## src/rtl/itt_pkg.sv

```systemverilog
package itt_pkg;
   typedef enum logic [2:0] {
      OP_IDLE     = 3'd0,
      OP_LD_INTV  = 3'd1,
      OP_CLR_REQ  = 3'd2,
      OP_EN_IRQ   = 3'd3,
      OP_DIS_IRQ  = 3'd4,
      OP_LD_CLOCK = 3'd5
   } itt_op_e;

   typedef struct packed {
      logic ld_intv;
      logic clr_req;
      logic en_irq;
      logic dis_irq;
      logic ld_clock;
   } itt_strobe_t;
endpackage

```

## src/rtl/itt_cmd_decode.sv

```systemverilog
module itt_cmd_decode
   import itt_pkg::*;
(
   input  logic        priv_i,
   input  logic [2:0]  op_i,
   output itt_strobe_t stb_o
);
   always_comb begin
      stb_o = '0;
      if (priv_i) begin
         unique case (op_i)
            OP_LD_INTV:  stb_o.ld_intv  = 1'b1;
            OP_CLR_REQ:  stb_o.clr_req  = 1'b1;
            OP_EN_IRQ:   stb_o.en_irq   = 1'b1;
            OP_DIS_IRQ:  stb_o.dis_irq  = 1'b1;
            OP_LD_CLOCK: stb_o.ld_clock = 1'b1;
            default:     stb_o = '0;
         endcase
      end
   end
endmodule

```

## src/rtl/itt_countdown.sv

```systemverilog
module itt_countdown #(
   parameter int CNT_W  = 32,
   parameter int DATA_W = 64
) (
   input  logic              clk,
   input  logic              rst_n,
   input  logic              load_i,
   input  logic [DATA_W-1:0] operand_i,
   output logic              hit_o
);
   generate
      if (CNT_W < 1 || CNT_W > DATA_W) begin : g_bad_width
         $error("itt_countdown: CNT_W must lie in 1..DATA_W");
      end
   endgenerate

   logic [CNT_W-1:0] intv_q;
   logic [CNT_W-1:0] cnt_q;
   logic [CNT_W-1:0] load_val;

   assign load_val = operand_i[CNT_W-1:0];
   assign hit_o    = (cnt_q == '0) && !load_i;

   always_ff @(posedge clk or negedge rst_n) begin
      if (!rst_n) begin
         intv_q <= '1;
         cnt_q  <= '1;
      end else if (load_i) begin
         intv_q <= load_val;
         cnt_q  <= load_val;
      end else if (cnt_q == '0) begin
         cnt_q  <= intv_q;
      end else begin
         cnt_q  <= cnt_q - 1'b1;
      end
   end


   cnt_step_chk: assert property (@(posedge clk) disable iff (!rst_n)
      (!load_i && cnt_q != '0) |=> (cnt_q == $past(cnt_q) - 1'b1));


   cnt_load_chk: assert property (@(posedge clk) disable iff (!rst_n)
      load_i |=> (cnt_q == $past(load_val) && intv_q == $past(load_val)));


   cnt_reload_chk: assert property (@(posedge clk) disable iff (!rst_n)
      hit_o |=> (cnt_q == $past(intv_q)));
endmodule

```

## src/rtl/itt_rtc.sv

```systemverilog
module itt_rtc #(
   parameter int RTC_W  = 64,
   parameter int DATA_W = 64
) (
   input  logic              clk,
   input  logic              rst_n,
   input  logic              load_i,
   input  logic              zero_i,
   input  logic [DATA_W-1:0] operand_i,
   output logic [RTC_W-1:0]  rtc_o
);
   logic [RTC_W-1:0] load_val;

   generate
      if (RTC_W == DATA_W) begin : g_full
         assign load_val = zero_i ? '0 : operand_i;
      end else if (RTC_W < DATA_W) begin : g_trunc
         assign load_val = zero_i ? '0 : operand_i[RTC_W-1:0];
      end else begin : g_wide
         assign load_val = zero_i ? '0 : {{(RTC_W-DATA_W){1'b0}}, operand_i};
      end
   endgenerate

   always_ff @(posedge clk or negedge rst_n) begin
      if (!rst_n)      rtc_o <= '0;
      else if (load_i) rtc_o <= load_val;
      else             rtc_o <= rtc_o + 1'b1;
   end


   rtc_incr_chk: assert property (@(posedge clk) disable iff (!rst_n)
      !load_i |=> (rtc_o == $past(rtc_o) + 1'b1));


   rtc_zero_chk: assert property (@(posedge clk) disable iff (!rst_n)
      (load_i && zero_i) |=> (rtc_o == '0));
endmodule

```

## src/rtl/itt_irq_ctl.sv

```systemverilog
module itt_irq_ctl (
   input  logic clk,
   input  logic rst_n,
   input  logic hit_i,
   input  logic clr_i,
   input  logic en_i,
   input  logic dis_i,
   output logic req_o,
   output logic line_o
);
   logic en_q;

   always_ff @(posedge clk or negedge rst_n) begin
      if (!rst_n)     req_o <= 1'b0;
      else if (hit_i) req_o <= 1'b1;
      else if (clr_i) req_o <= 1'b0;
   end

   always_ff @(posedge clk or negedge rst_n) begin
      if (!rst_n)     en_q <= 1'b0;
      else if (en_i)  en_q <= 1'b1;
      else if (dis_i) en_q <= 1'b0;
   end

   assign line_o = req_o & en_q;


   req_sticky_chk: assert property (@(posedge clk) disable iff (!rst_n)
      (req_o && !clr_i) |=> req_o);


   req_priority_chk: assert property (@(posedge clk) disable iff (!rst_n)
      hit_i |=> req_o);


   en_hold_chk: assert property (@(posedge clk) disable iff (!rst_n)
      (!en_i && !dis_i) |=> $stable(en_q));
endmodule

```

## src/rtl/interval_irq_timer.sv

```systemverilog
module interval_irq_timer
   import itt_pkg::*;
#(
   parameter int CNT_W  = 32,
   parameter int RTC_W  = 64,
   parameter int DATA_W = 64
) (
   input  logic              clk,
   input  logic              rst_n,
   input  logic              monitor_mode,
   input  logic [2:0]        cmd_op,
   input  logic              cmd_zero_sel,
   input  logic [DATA_W-1:0] cmd_operand,
   output logic              irq_request,
   output logic              irq_line,
   output logic [RTC_W-1:0]  rtc_value
);
   itt_strobe_t stb;
   logic        hit;

   itt_cmd_decode u_dec (
      .priv_i (monitor_mode),
      .op_i   (cmd_op),
      .stb_o  (stb)
   );

   itt_countdown #(.CNT_W(CNT_W), .DATA_W(DATA_W)) u_cnt (
      .clk       (clk),
      .rst_n     (rst_n),
      .load_i    (stb.ld_intv),
      .operand_i (cmd_operand),
      .hit_o     (hit)
   );

   itt_rtc #(.RTC_W(RTC_W), .DATA_W(DATA_W)) u_rtc (
      .clk       (clk),
      .rst_n     (rst_n),
      .load_i    (stb.ld_clock),
      .zero_i    (cmd_zero_sel),
      .operand_i (cmd_operand),
      .rtc_o     (rtc_value)
   );

   itt_irq_ctl u_irq (
      .clk    (clk),
      .rst_n  (rst_n),
      .hit_i  (hit),
      .clr_i  (stb.clr_req),
      .en_i   (stb.en_irq),
      .dis_i  (stb.dis_irq),
      .req_o  (irq_request),
      .line_o (irq_line)
   );


   priv_gate_chk: assert property (@(posedge clk) disable iff (!rst_n)
      (!monitor_mode && !hit) |=> ($stable(irq_request) && $stable(irq_line)));


   line_needs_req_chk: assert property (@(posedge clk) disable iff (!rst_n)
      irq_line |-> irq_request);
endmodule

```

## config.mk

```make
export PLATFORM = sky130hd
export DESIGN_NAME = interval_irq_timer
export DESIGN_NICKNAME = d
export VERILOG_FILES = /design/src/rtl/itt_pkg.sv /design/src/rtl/itt_cmd_decode.sv /design/src/rtl/itt_countdown.sv /design/src/rtl/itt_rtc.sv /design/src/rtl/itt_irq_ctl.sv /design/src/rtl/interval_irq_timer.sv
export SDC_FILE = /design/constraint.sdc
export NUM_CORES = 1
export LEC_CHECK = 0
export ABC_AREA = 0
export ABC_CLOCK_PERIOD_IN_PS = 2700
export BUFFER_PORTS_ARGS = -buffer_cell sky130_fd_sc_hd__buf_2
export CAP_MARGIN = 40
export CORE_UTILIZATION = 51
export DETAILED_ROUTE_END_ITERATION = 6
export PLACE_DENSITY_LB_ADDON = 0.12
export SYNTH_ARGS = -nofsm -noshare
export SYNTH_HDL_FRONTEND = slang
export SYNTH_SLANG_ARGS = --single-unit
export TNS_END_PERCENT = 100
```

## constraint.sdc

```tcl
create_clock -name clk -period 2.7 [get_ports clk]
set_input_delay 0.27 -clock clk [delete_from_list [all_inputs] [get_ports clk]]
set_output_delay 0.27 -clock clk [all_outputs]
set_load 0.01 [all_outputs]
```

* Yosys cells after proc, flatten, opt, wreduce, memory -nomap -nowiden *
Cells that the tools add are included.
W data, S select, Z words.

word-level totals
  bits in registers = 130
  input bits = 71
  output and inout bits = 66
  logic and storage cells = 32

cells by class
  add/sub/neg operators = 2
  eq/ne operators = 5
  mux-type cells = 14
  bitwise logic cells = 1
  reduce and logical (&&, ||, !) cells = 5

operators with widths
  operator                 count
  $mux W64                 2
  $add A64 B1 Y64 const B  1
  $mux W32                 2
  $logic_not A32 Y1        1
  $sub A32 B1 Y32 const B  1
  $mux W1                  9
  $eq A3 B2 Y1 const B     2
  $eq A3 B3 Y1 const B     2
  $mux W5                  1
  $reduce_bool A2 Y1       2
  $eq A3 B1 Y1 const B     1
  $and A1 B1 Y1            1
  $logic_and A1 B1 Y1      1
  $logic_not A1 Y1         1

* Logic depth before layout (Yosys ltp) *
Gate-level depths: netlist of run 1.

  word-level depth = 6
  gate-level depth with buffers = 8
  mapped depth without buffers = 7

* Hierarchy *
A second synthesis of run 1 with hierarchy kept.

unflattened totals
  cells, all modules = 811
  area total of the unflattened synthesis = 7303.3 um^2

modules (own cells, without submodules)
  module          instances  cells each  area an instance (um^2)
  itt_rtc         1          444         3807.4
  itt_countdown   1          355         3357.0
  itt_irq_ctl     1          7           78.8
  itt_cmd_decode  1          5           60.1

* Worst setup path after synthesis of run 1 *
No wires, ideal clock.

  kind = register to register
  start = register u_rtc.rtc_o[0]
  end = register u_rtc.rtc_o[62]
  library setup time = 82 ps
  arrival = 2635 ps
  data required time = 2618 ps
  path slack = -17 ps
  stages on the path, launching flop included = 9
  path through = dfrtp_1 > ha_1 > nand3_1 > or3_1 > clkbuf_1 > or4_4 > buf_6 > or4_1 > a31oi_1

on the way
  cells in the longest elaborated chain, start to end = 2

RTL lines
  element                 RTL line       source
  from (decl)             itt_rtc.sv:10  output logic [RTC_W-1:0] rtc_o
  from (signal assigned)  itt_rtc.sv:26  else if (load_i) rtc_o <= load_val;
  from (signal assigned)  itt_rtc.sv:27  else rtc_o <= rtc_o + 1'b1;
  $add A64 B1 Y64         itt_rtc.sv:27
  $mux W64                itt_rtc.sv:26

No other way between the ends.
A chain may end at the register's enable or synchronous reset.

* Worst setup path after layout of run 1 *
  start = register u_rtc.rtc_o[0]
  end = register u_rtc.rtc_o[60]

The elaborated chain is that of the path after synthesis.

==> results_dict.tcl, run 1 <==
set metrics [dict create \
    outcome "complete, no violations" \
    fp.dieW_um 119.7 \
    setup_tns_ns 0 \
    grt_pass1_vias 6146 \
    path_cells "ha_2, nand3_2, or3_1, or4_4, or4_1, a31oi_1" \
    pwr-share-comb 0.209 \
    htreeDepth 4 \
    tightest_slew_ns 0.7911 \
    endpoint_kind "flop" \
    multi_input_area_um2 3535 \
    io_buffer_count 136 \
    dieArea_um2 14340 \
    drt_first_pass_iters 5 \
    crit_path_top_delay_cell "or4_4" \
    grt_max_degree 80 \
    max_freq_mhz 391.2 \
    skew_ns 0.006401 \
    hp-class "primary input to flop" \
    p_sw_frac 0.3012 \
    cts_sinks 130 \
    hp-start "cmd_operand[29]" \
    synth_warnings 0 \
    post_synth_num_cell_types 49 \
    crit_path_max_incr_delay_ns 0.61 \
    hpwl_mm 13.87 \
    start_util 0.5275 \
    clock_latency_ns 0.41 \
    pwr-share-seq 0.442 \
    cts_tree "yes" \
    drv_cap 0 \
    hold_violations 0 \
    relSlewSlack 0.4652 \
    num_vias 6455 \
    path_class "flop to flop" \
    cp-start-kind "flop" \
    clk_pin_slew_ns 0.06 \
    ir_drop_mv 0.5505 \
    synthArstFlopShare 1.000 \
    arrival_ns 2.89 \
    track_usage 0.2788 \
    p_leak_nw 3.559 \
    synth_ff_type "dfrtp_1" \
    worstPathRequired_ns 3.03 \
    num_rows 42 \
    globalplace.congestion 0.9270 \
    min_period_over_period 0.9468 \
    yosysSeqAreaShare 0.4715 \
    drtIter0Drc 588 \
    intPower_w 0.004869 \
    p_switching_w 0.002098 \
    post-route-drc-count 0 \
    min_period_ns 2.556 \
    ant_nets 0 \
    crit_family "simple AND/OR/NAND/NOR gates" \
    wl_mm 19.42 \
    boundaryPins 137 \
    die_height_um 119.7 \
    ctsLongestPathBuffers 2 \
    via_per_inst 5.847 \
    worstSetupStartpoint "u_rtc.rtc_o[0]" \
    synth.net_count 851 \
    core_area_um2 13400 \
    ys_ff_latch 130 \
    crit-reg2reg-launch "u_rtc.rtc_o[0]" \
    setup_viol 0 \
    grt_pass1_wl_mm 31.20 \
    synthesis.instances 777 \
    cts_buffers 17 \
    antenna_found_initial 1 \
    seqCellArea_um2 3333 \
    overflow 0 \
    num-nets-final 987 \
    p_per_area_nw_per_um2 800.4 \
    fillers 1123 \
    post_drt_wl_per_cell_um 17.59 \
    crit_fanout 11 \
    drive_gt1_frac 0.3024 \
    worst_hold_slack_ns 0.07914 \
    syn_to_final_growth_pct 23.13 \
    rsz0062_at_grt "false" \
    clockRootBuffer "clkbuf_16" \
    slew_viol_final 0 \
    synth_edf_count 0 \
    crit_buf_inv 0 \
    syn_avg_cell_area_um2 9.098 \
    syn_area_um2 7069 \
    pwr-share-clk 0.348 \
]
==> state kept, by name, indices dropped and copies added (netlist names) <==
| signal | count |
|---|---|
| u_cnt.cnt_q | 32 |
| u_cnt.intv_q | 32 |
| u_irq.en_q | 1 |
| u_irq.req_o | 1 |
| u_rtc.rtc_o | 64 |
==> through the flow <==
step,setup WS [ns],cells,instance area (um2),utilization,power (W)
final,0.1437,1104,8705,0.6496,0.006967
after global routing,0.02057,1103,8702,0.6494,0.007314
after CTS,0.1268,1102,8697,0.6490,0.006994
after detailed placement,0.1408,1069,8059,0.6014,0.004535
after global placement,0.1885,1069,8059,0.6014,0.004466
after floorplan,0.01302,777,7074,-,0.003885
==> area by class of cell <==
class                           instances  area share
Sequential cell                       130      0.3829
Clock buffer                           21     0.05405
Antenna cell                            2   0.0005750
Timing Repair Buffer                  164      0.1087
Clock inverter                         11     0.01811
Tap cell                              176     0.02530
Inverter                               10    0.004312
Multi-Input combinational cell        590      0.4061
==> cells in the mapped netlist (all sizes together) (10+ instances only) <==
| library cell | count | share of area |
|---|---|---|
| a31oi | 16 | 0.014 |
| nand4 | 18 | 0.017 |
| or3 | 12 | 0.011 |
| nor2 | 38 | 0.020 |
| xor2 | 24 | 0.030 |
| clkbuf | 44 | 0.023 |
| inv | 10 | 0.0053 |
| o21ai | 66 | 0.047 |
| dfrtp | 66 | 0.23 |
| mux2 | 12 | 0.019 |
| dfstp | 64 | 0.24 |
| xnor2 | 45 | 0.056 |
| nor3 | 24 | 0.018 |
| a21oi | 55 | 0.039 |
| nand2 | 95 | 0.050 |
| nand3 | 64 | 0.045 |
| and3 | 11 | 0.0097 |
| and4 | 12 | 0.015 |
| nor4 | 30 | 0.027 |
| or4 | 12 | 0.014 |
==> cells by family after synthesis <==
group / Yosys count / synth area share
simple gates: 341 / 0.2527
compound gates: 158 / 0.1246
flops: 130 / 0.4715
xor+xnor: 69 / 0.08549
buf+inv: 57 / 0.03133
mux: 19 / 0.02903
fa+ha+maj: 3 / 0.005310
==> power groups by stage <==
stage / Combinational [W] / Sequential, W / Clock (W)
2_1_floorplan: 0.000784 / 0.00310 / 0
3_3_place_gp: 0.00141 / 0.00305 / 0
3_5_place_dp: 0.00145 / 0.00309 / 0
4_1_cts: 0.00146 / 0.00307 / 0.00246
5_1_grt: 0.00161 / 0.00316 / 0.00254
6_report: 0.00146 / 0.00308 / 0.00243
==> timing repair <==
action                                  in CTS  in global routing
gates resized for setup                      0                  1
buffers inserted                             0                  0
hold endpoints to repair                    28                  0
hold buffers                                 1                  0
endpoints found under the setup margin       0                  1
==> cells in the final DEF (no fill, tap or decap), types with 30 or more instances in the layout <==
cell and count:
nor2_1 37, a21oi_1 55, xnor2_1 45, buf_2 135, o21ai_0 65, nand3_1 62
dfstp_2 64, nand2_1 95, nor4_1 30, dfrtp_1 66
==> final timing paths <==
kind | slack, ns | cells after the start | endpoint
max | 0.14 | 6 | u_rtc.rtc_o[60]
min | 0.08 | 3 | u_cnt.intv_q[29]
max reg2reg | 0.14 | 6 | u_rtc.rtc_o[60]
min reg2reg | 0.46 | 2 | u_cnt.intv_q[4]
max in group asynchronous | 1.53 | 3 | u_cnt.cnt_q[26]
min in group asynchronous | 0.43 | 2 | u_rtc.rtc_o[61]
==> tightest hold or removal path: stages <==
cell     delay [ns]
buf_2          0.12
nand2_1        0.05
nand2_1        0.04
==> routing by layer <==
layer / wire length [um] / up-vias / global-route usage
met1: 8394 / 3137 / 0.3609
met2: 9599 / 207 / 0.4646
met4: 410 / 0 / 0.1195
met3: 1012 / 30 / 0.04278
met5: 0 / - / 0
li1: - / 3081 / -
No activity file was read; power rests on OpenSTA's default activity.
==> run 2, diff against run 1 <==
==> constraint.sdc (replaced) <==
create_clock -name clk -period 2.7 [get_ports clk]
set_input_delay 0.405 -clock clk [delete_from_list [all_inputs] [get_ports clk]]
set_output_delay 0.405 -clock clk [all_outputs]
set_load 0.05 [all_outputs]
==> run 2 against run 1 <==
Power is 10% higher. Non-clock buffer count is 1 lower. Setup slack better by 0.029 ns. Via count is 2.4% higher. Register-to-register slack better by 0.03 ns. Global-route usage is 0.78 points higher. Clock power hardly changed. Wire length is 2.2% higher. Critical path type unchanged. Largest cell class unchanged. Die area stayed put. Utilization hardly changed.
==> results_dict.tcl, run 2 (same netlist as run 1, synthesis figures left out) <==
set metrics [dict create \
    cts_resized 0 \
    p_leak_nw 3.524 \
    setup_viol 0 \
    cts_sinks 130 \
    boundaryPins 137 \
    num-nets-final 986 \
    num_vias 6612 \
    min_period_over_period 0.9359 \
    seqCellArea_um2 3353 \
    worstSetupStartpoint "u_rtc.rtc_o[24]" \
    via_per_inst 6.000 \
    grt_pass1_vias 6337 \
    num_rows 42 \
    final_common_cell "buf_2" \
    postCtsSetupBuffers 0 \
    largest_registers "u_rtc.rtc_o x64, u_cnt.cnt_q x32, u_cnt.intv_q x32" \
    overflow 0 \
    clockRootBuffer "clkbuf_16" \
    wl_mm 19.85 \
    crit-reg2reg-launch "u_rtc.rtc_o[24]" \
    outcome "complete, no violations" \
    antenna_found_initial 1 \
    crit_fanout 11 \
    clk_pin_slew_ns 0.06 \
    syn_to_final_growth_pct 23.20 \
    dieArea_um2 14340 \
    rsz0062_at_grt "false" \
    fillers 1124 \
    worstPathRequired_ns 3.04 \
    skew_ns 0.007995 \
    setup_slack_ns 0.1731 \
    core_area_um2 13400 \
    crit_top_cell "or4_4" \
    relSlewSlack 0.4592 \
    rrSetupSlack_ns 0.17 \
    drt_first_pass_iters 6 \
    hold_violations 0 \
    cts_tree "yes" \
    hpwl_mm 13.99 \
    cp-start-kind "flop" \
    clock_latency_ns 0.42 \
    largest_reg_flops 64 \
    post_drt_wl_per_cell_um 18.01 \
    track_usage 0.2866 \
    htreeDepth 4 \
    p_per_area_nw_per_um2 883.5 \
    stdcell_area_um2 8710 \
    post-place-ws_ns 0.2164 \
    setup_tns_ns 0 \
    endpoint_kind "flop" \
    tightest_slew_ns 0.8000 \
    die_height_um 119.7 \
    io_buffer_count 136 \
    ctsLongestPathBuffers 2 \
    crit_path_max_incr_delay_ns 0.60 \
    hp-class "primary input to asynchronous set/reset pin" \
    path_cells "nand4_2, or4_4, or4_4, or4_1, a31oi_1" \
    path_class "flop to flop" \
    start_util 0.5275 \
    cts_buffers 17 \
    slew_viol_final 0 \
    max_freq_mhz 395.7 \
    ant_nets 0 \
    ir_drop_mv 0.6338 \
    globalplace.congestion 0.9254 \
    crit_path_top_delay_cell "or4_4" \
    arrival_ns 2.86 \
    drv_cap 0 \
    drtIter0Drc 718 \
    min_period_ns 2.527 \
    fp.dieW_um 119.7 \
    hold_buffers 0 \
    post-route-drc-count 0 \
    grt_pass1_wl_mm 32.19 \
    place_area_um2 8087 \
    drive_gt1_frac 0.3178 \
    layout_common_cells "135 x buf_2, 95 x nand2_1, 65 x o21ai_0, 64 x dfstp_2, 62 x nand3_1" \
    multi_input_area_um2 3552 \
    max_flop_register "u_rtc.rtc_o" \
    grt_max_degree 80 \
]
==> run 2: per-stage QoR <==
| stage | hold slack [ns] | util | cells | total power, W |
|---|---|---|---|---|
| 6_report | 0.01139 | 0.6500 | 1102 | 0.007695 |
| 4_1_cts | 0.03868 | 0.6498 | 1101 | 0.007710 |
| 3_5_place_dp | 0.4491 | 0.6035 | 1069 | 0.005253 |
| 3_3_place_gp | 0.4458 | 0.6035 | 1069 | 0.005184 |
| 2_1_floorplan | 0.1094 | - | 777 | 0.004595 |
| 5_1_grt | 0.06538 | 0.6500 | 1102 | 0.008048 |
==> run 2: path summary, 6_finish.rpt <==
| kind | to | cells after the start |
|---|---|---|
| worst min register to register | u_cnt.intv_q[19] | 2 |
| worst max-delay path | u_rtc.rtc_o[62] | 5 |
| worst max register to register | u_rtc.rtc_o[62] | 5 |
| max in group asynchronous | u_cnt.cnt_q[0] | 2 |
| min in group clk | u_cnt.intv_q[27] | 3 |
| worst min-delay path | u_rtc.rtc_o[55] | 1 |
==> run 2: worst max-delay path: cells and delay by family (launching register included) <==
kind             cells  cell delay (ns)
flip-flops           1             0.42
AND/OR/NAND/NOR      4             1.85
AO/OA/AOI/OAI        1             0.17
==> run 2: routing by layer <==
metal / global-route usage / wire (um) / vias up
met5: 0 / 0 / -
met4: 0.1109 / 513 / 0
met3: 0.05608 / 1338 / 43
met2: 0.4660 / 9457 / 297
met1: 0.3778 / 8538 / 3191
li1: - / - / 3081
==> run 2: layout make-up <==
type                    instances  area share
clock inverters                10     0.01796
inverters                      10    0.004310
repair buffers                163      0.1060
well taps                     176     0.02528
diodes                          1   0.0002873
flip-flops and latches        130      0.3850
clock buffers                  22     0.05330
multi-input cells             590      0.4078
==> run 2: where the power goes <==
| group | total, W | internal, W | switching [W] | leakage [nW] |
|---|---|---|---|---|
| registers | 0.00312 | 0.00259 | 0.000526 | 1.45 |
| logic | 0.00215 | 0.000685 | 0.00146 | 1.77 |
| clock network | 0.00243 | 0.00159 | 0.000840 | 0.304 |
| total | 0.00769 | 0.00487 | 0.00283 | 3.52 |
